<file path="src/rtl/ilv_mem_pkg.sv">
package ilv_mem_pkg;
  localparam int unsigned NB   = 4;  // banks, also number of request ports
  localparam int unsigned NB_W = 2;  // bank select bits
endpackage

</file>
<file path="src/rtl/ilv_arb.sv">
module ilv_arb #(
  parameter int unsigned N     = 4,
  localparam int unsigned IDX_W = $clog2(N)
) (
  input  logic [N-1:0]     req_i,
  input  logic             en_i,
  output logic [N-1:0]     gnt_o,
  output logic [IDX_W-1:0] idx_o,
  output logic             any_o
);
  logic hit;

  // fixed priority: lowest index wins
  always_comb begin
    idx_o = '0;
    hit   = 1'b0;
    for (int i = N - 1; i >= 0; i--) begin
      if (req_i[i]) begin
        idx_o = IDX_W'(i);
        hit   = 1'b1;
      end
    end
  end

  always_comb begin
    gnt_o = '0;
    if (en_i && hit) gnt_o[idx_o] = 1'b1;
  end

  assign any_o = en_i && hit;
endmodule

</file>
<file path="src/rtl/ilv_bank.sv">
module ilv_bank #(
  parameter int unsigned ROW_W  = 6,
  parameter int unsigned DATA_W = 16,
  parameter int unsigned LAT    = 3,
  parameter int unsigned SRC_W  = 2,
  localparam int unsigned DEPTH = 1 << ROW_W,
  localparam int unsigned CNT_W = $clog2(LAT + 1)
) (
  input  logic              clk_i,
  input  logic              rst_ni,
  input  logic              acc_i,
  input  logic              we_i,
  input  logic              bst_i,
  input  logic [SRC_W-1:0]  src_i,
  input  logic [ROW_W-1:0]  row_i,
  input  logic [DATA_W-1:0] wdata_i,
  output logic              free_o,
  output logic              rsp_vld_o,
  output logic              rsp_bst_o,
  output logic [SRC_W-1:0]  rsp_src_o,
  output logic [DATA_W-1:0] rsp_data_o
);
  logic [DATA_W-1:0] mem_q [DEPTH];
  logic [DATA_W-1:0] data_q;
  logic [CNT_W-1:0]  cnt_q;
  logic              rd_q, bst_q;
  logic [SRC_W-1:0]  src_q;

  always_ff @(posedge clk_i) begin
    if (acc_i && we_i) mem_q[row_i] <= wdata_i;
    if (acc_i && !we_i) data_q <= mem_q[row_i];
  end

  always_ff @(posedge clk_i or negedge rst_ni) begin
    if (!rst_ni) begin
      cnt_q <= '0;
      rd_q  <= 1'b0;
      bst_q <= 1'b0;
      src_q <= '0;
    end else if (acc_i) begin
      cnt_q <= CNT_W'(LAT);
      rd_q  <= !we_i;
      bst_q <= bst_i;
      src_q <= src_i;
    end else if (cnt_q != '0) begin
      cnt_q <= cnt_q - 1'b1;
    end
  end

  // free in the last busy cycle so back-to-back accesses overlap the result
  assign free_o     = cnt_q <= CNT_W'(1);
  assign rsp_vld_o  = (cnt_q == CNT_W'(1)) && rd_q;
  assign rsp_bst_o  = bst_q;
  assign rsp_src_o  = src_q;
  assign rsp_data_o = data_q;
endmodule

</file>
<file path="src/rtl/ilv_mem.sv">
module ilv_mem
  import ilv_mem_pkg::*;
#(
  parameter int unsigned ADDR_W = 8,
  parameter int unsigned DATA_W = 16,
  parameter int unsigned LAT    = 3,
  localparam int unsigned NP    = NB,
  localparam int unsigned ROW_W = ADDR_W - NB_W
) (
  input  logic                 clk_i,
  input  logic                 rst_ni,
  input  logic [NP-1:0]        req_vld_i,
  input  logic [NP-1:0]        req_we_i,
  input  logic [NP*ADDR_W-1:0] req_addr_i,
  input  logic [NP*DATA_W-1:0] req_wdata_i,
  output logic [NP-1:0]        req_rdy_o,
  input  logic                 bst_vld_i,
  input  logic                 bst_we_i,
  input  logic [ROW_W-1:0]     bst_row_i,
  input  logic [NB*DATA_W-1:0] bst_wdata_i,
  output logic                 bst_rdy_o,
  output logic [NB-1:0]        rsp_vld_o,
  output logic [NB-1:0]        rsp_bst_o,
  output logic [NB*NB_W-1:0]   rsp_port_o,
  output logic [NB*DATA_W-1:0] rsp_data_o
);
  logic [NB-1:0]         free;
  logic [NB-1:0][NP-1:0] gnt_mat;
  logic                  bst_acc;

  assign bst_rdy_o = &free;
  assign bst_acc   = bst_vld_i && bst_rdy_o;

  for (genvar b = 0; b < NB; b++) begin : g_bank
    logic [NP-1:0]     hit, gnt;
    logic [NB_W-1:0]   idx;
    logic              any;
    logic              acc, we;
    logic [ROW_W-1:0]  row;
    logic [DATA_W-1:0] wdata;
    logic [NB_W-1:0]   src;

    // a pending burst blocks all port traffic so banks drain for it
    always_comb begin
      for (int p = 0; p < NP; p++) begin
        hit[p] = req_vld_i[p] && !bst_vld_i &&
                 (req_addr_i[p*ADDR_W +: NB_W] == NB_W'(b));
      end
    end

    ilv_arb #(.N(NP)) u_arb (
      .req_i (hit),
      .en_i  (free[b]),
      .gnt_o (gnt),
      .idx_o (idx),
      .any_o (any)
    );

    assign gnt_mat[b] = gnt;
    assign acc   = bst_acc || any;
    assign we    = bst_acc ? bst_we_i : req_we_i[idx];
    assign row   = bst_acc ? bst_row_i : req_addr_i[idx*ADDR_W + NB_W +: ROW_W];
    assign wdata = bst_acc ? bst_wdata_i[b*DATA_W +: DATA_W]
                           : req_wdata_i[idx*DATA_W +: DATA_W];
    assign src   = bst_acc ? '0 : idx;

    ilv_bank #(
      .ROW_W (ROW_W),
      .DATA_W(DATA_W),
      .LAT   (LAT),
      .SRC_W (NB_W)
    ) u_bank (
      .clk_i     (clk_i),
      .rst_ni    (rst_ni),
      .acc_i     (acc),
      .we_i      (we),
      .bst_i     (bst_acc),
      .src_i     (src),
      .row_i     (row),
      .wdata_i   (wdata),
      .free_o    (free[b]),
      .rsp_vld_o (rsp_vld_o[b]),
      .rsp_bst_o (rsp_bst_o[b]),
      .rsp_src_o (rsp_port_o[b*NB_W +: NB_W]),
      .rsp_data_o(rsp_data_o[b*DATA_W +: DATA_W])
    );
  end

  always_comb begin
    req_rdy_o = '0;
    for (int b = 0; b < NB; b++) req_rdy_o |= gnt_mat[b];
  end
endmodule

</file>
<file path="config.mk">
export PLATFORM = sky130hd
export DESIGN_NAME = ilv_mem
export DESIGN_NICKNAME = d
export VERILOG_FILES = /design/src/rtl/ilv_mem_pkg.sv /design/src/rtl/ilv_arb.sv /design/src/rtl/ilv_bank.sv /design/src/rtl/ilv_mem.sv
export SDC_FILE = /design/constraint.sdc
export NUM_CORES = 2
export LEC_CHECK = 0
export ABC_CLOCK_PERIOD_IN_PS = 5700
export BUFFER_PORTS_ARGS = -buffer_cell sky130_fd_sc_hd__buf_2
export CORE_AREA = 4 4 494 618
export CTS_BUF_LIST = sky130_fd_sc_hd__clkbuf_8
export CTS_CLUSTER_DIAMETER = 60
export CTS_CLUSTER_SIZE = 30
export DETAILED_ROUTE_END_ITERATION = 16
export DIE_AREA = 0 0 498 622
export GPL_TIMING_DRIVEN = 1
export PLACE_DENSITY = 0.71
export SYNTH_ARGS = -nofsm -noshare
export SYNTH_HDL_FRONTEND = slang
export SYNTH_HIERARCHICAL = 1
export SYNTH_SLANG_ARGS = --single-unit
export TNS_END_PERCENT = 1
</file>
<file path="constraint.sdc">
create_clock -name clk_i -period 5.7 [get_ports clk_i]
set_clock_uncertainty 0.05 [all_clocks]
set_input_delay 0.855 -clock clk_i [delete_from_list [all_inputs] [get_ports clk_i]]
set_output_delay 0.855 -clock clk_i [all_outputs]
set_load 0.02 [all_outputs]
</file>
==> results.txt <==
io pins - 263
largest net degree at the start of global routing - 65
Post-CTS Setup Bufs - 0
htree depth - 4
Final Critical Period - 5500 ps
grt met1 use - 44.6%
1st-iter DRT viols - 17,900
dominant synthesized flop cell - edfxtp_1
initial antenna violation count - 65
Arr. time, crit path - 6240 ps
Syn Area/Cell - 17.7 sq um
Pre-antenna DRT Iters - 6
number of synthesized flops with an enable pin - 4,160
count of cell types in the netlist - 77
Peak Freq - 182 MHz
CTS root buf - clkbuf_8
placed cell area - 185,000 sq um
Min Hold Slack - 361 ps
Core Rows - 225
final std cells w/o fill - 15,000
final setup fails - 0
Leak - 0.0619 uW
FF+latch count, synth - 4,184
clk buf depth - 4
gpl congestion - 1.02
HP Class - in2async
final instance area - 190,000 sq um
status - finished clean
max cap viols - 0
Critical Path Fanout Max - 12
post-layout net count - 11,000
PnR worst setup slack - 202 ps
Pwr Density - 391 nW/um^2
Critical Path Start - g_bank[0].u_bank/cnt_q[1]
Async SR Flop Fraction - 0.574%
Tcrit/Tclk final - 96.5%
startpoint types - register
DP Worst Slack - -522 ps
actual slew at the worst max-slew pin - 1340 ps
DR vias/cell - 6.93
cts bufs inserted - 199
Req. time, crit path - 6440 ps
peak supply drop - 0.000283 V
Clock Latency Late Sink - 1140 ps
Routed WL per cell - 36.4 um
WL final - 546,000 um
FF-to-FF Start - g_bank[0].u_bank/cnt_q[1]
placed insts - 14,600
Die Ht - 622 um
CTS tree - yes
total grt overflow - 0
vias in the first global route - 100,000
CTS Sinks - 4,184
final hold violations - 0
Port Buffer Count - 262
Die ar. - 310,000 sq um
Syn Inst Count - 9,295
Starting Density - 54.8%
Vias - 104,000
clock transition at the registers of the reported paths - 150 ps
Seq/Total Area, Yosys - 76.4%
grt peak-use layer - met2
RSZ-0062 raised after global routing - false
DR DRC count - 0
Setup crit end kind - register
Placeable Area - 300,000 sq um
Total Neg Setup Slack - 0 ps
synthesis warning total - 6
mapped cell area - 164,000 sq um
Global Route Usage Sum - 34.5%
Slew Limit Fails - 0
met3 usage - 6.51%
first-pass GRT wire length - 761,000 um
die width - 498 um
WS Path Type - reg2reg
share of layout cells above drive strength 1 - 26.3%
post-synth net total - 9,481
antenna viol nets, final - 0
Detailed Place HPWL - 372,000 um
P&R area growth vs syn - 15.5%
M2 GR Usage - 54.6%
Slew headroom - 10.6%
==> cell usage in the layout (no fill, tap or decap), types with 48 or more instances in the layout <==
master,n
a221o_1,68
nor2_1,602
a21oi_1,212
mux4_2,200
a221oi_1,748
clkbuf_8,201
nand2_1,226
buf_4,1341
nor3_1,64
a22oi_1,476
or4_1,48
edfxtp_1,4160
inv_1,59
nand3_1,63
o21ai_0,192
buf_12,367
o221ai_1,60
mux2i_1,176
mux2_1,100
buf_2,262
mux2_2,207
diode_2,122
o22ai_1,220
a22o_1,108
==> layout make-up <==
cell class | count | area [sq um]
Timing Repair Buffer | 1971 | 18700
Fill cell | 20800 | 110000
Clock inverter | 137 | 1740
Multi-Input combinational cell | 4365 | 35400
Clock buffer | 201 | 2770
Inverter | 61 | 229
Antenna cell | 122 | 305
Sequential cell | 4184 | 126000
Tap cell | 3972 | 4970
==> layer usage <==
layer | up-vias | share of wire, %
li1 | 41600 | -
met1 | 52900 | 34
met2 | 8022 | 47
met3 | 1490 | 12
met4 | 10 | 7.3
met5 | - | 0.011
==> where the power goes <==
part	switching (uW)	internal, uW
combinational	15200	8590
sequential	278	36000
clock	9700	4410
==> final timing paths <==
kind | cells past startpoint | slack (ps) | end
setup / recovery | 15 | 200 | g_bank[3].u_bank/rsp_data_o[6]
hold / removal | 2 | 360 | g_bank[0].u_bank/rsp_bst_o
setup reg to reg | 15 | 200 | g_bank[3].u_bank/rsp_data_o[6]
hold reg to reg | 1 | 440 | g_bank[3].u_bank/rd_q
max in group asynchronous | 2 | 4600 | g_bank[2].u_bank/cnt_q[1]
min in group clk_i | 2 | 370 | g_bank[2].u_bank/mem_q[47][10]
==> sequential cells by signal (all words and copies together), names as in the netlist <==
signal	flops
g_bank.u_bank/cnt_q	8
g_bank.u_bank/mem_q	4096
g_bank.u_bank/rsp_src_o	8
g_bank.u_bank/rsp_bst_o	4
g_bank.u_bank/rsp_data_o	64
g_bank.u_bank/rd_q	4
==> critical path, cell delays in order, from the launching register on <==
cell      delay [ps]
dfrtp_1          420
inv_1             90
ha_1             160
nand2b_1         430
and4_2           540
nand3_1          510
o21ai_4          220
buf_12           190
buf_4            230
inv_2            190
buf_12           220
buf_4            160
buf_4            160
a221oi_1         630
o22ai_1          320
or4_1            630
==> Yosys cell counts (all sizes together) (18+ instances only) <==
cell	number	area, sq um
nor3	68	340
a222oi	28	280
or4	48	360
a22o	108	946
a22oi	476	3570
buf	368	2380
mux2	348	4070
o221ai	60	526
nor2	618	2320
o21ai	240	1200
nand2b	44	305
a221o	68	681
clkbuf	315	1200
nand3	63	315
a31oi	20	125
a211oi	40	300
a221oi	752	6610
dfrtp	24	601
o22a	32	280
o22ai	220	1380
and2	32	213
edfxtp	4160	125000
and3	18	118
nand2	227	860
nor2b	30	188
inv	61	229
or3	28	175
mux2i	176	1760
mux4	232	5350
a21oi	216	1080
==> per-stage QoR <==
stage / utilization (%) / power (uW)
final: 63.3 / 74200
after CTS: 63.2 / 73500
after floorplan: - / 47500
after global placement: 61.7 / 59600
after detailed placement: 61.7 / 60000
after global routing: 63.3 / 75900
==> timing repair <==
item                                    4_1_cts  5_1_grt
endpoints found under the setup margin        0        3
hold buffers                                  1        0
hold endpoints to repair                     24        0
gates resized for setup                       0        2
==> cells by family after synthesis <==
logic type | after synthesis | share of synthesized area, %
AO/OA/AOI/OAI | 2360 | 10.9
XOR/XNOR | 4 | 0.0213
adder cells (fa/ha/maj) | 8 | 0.0609
buffers and inverters | 746 | 2.34
flip-flops | 4184 | 76.4
multiplexers | 756 | 6.80
AND/OR/NAND/NOR | 1237 | 3.47
No activity file was read; power rests on OpenSTA's default activity.
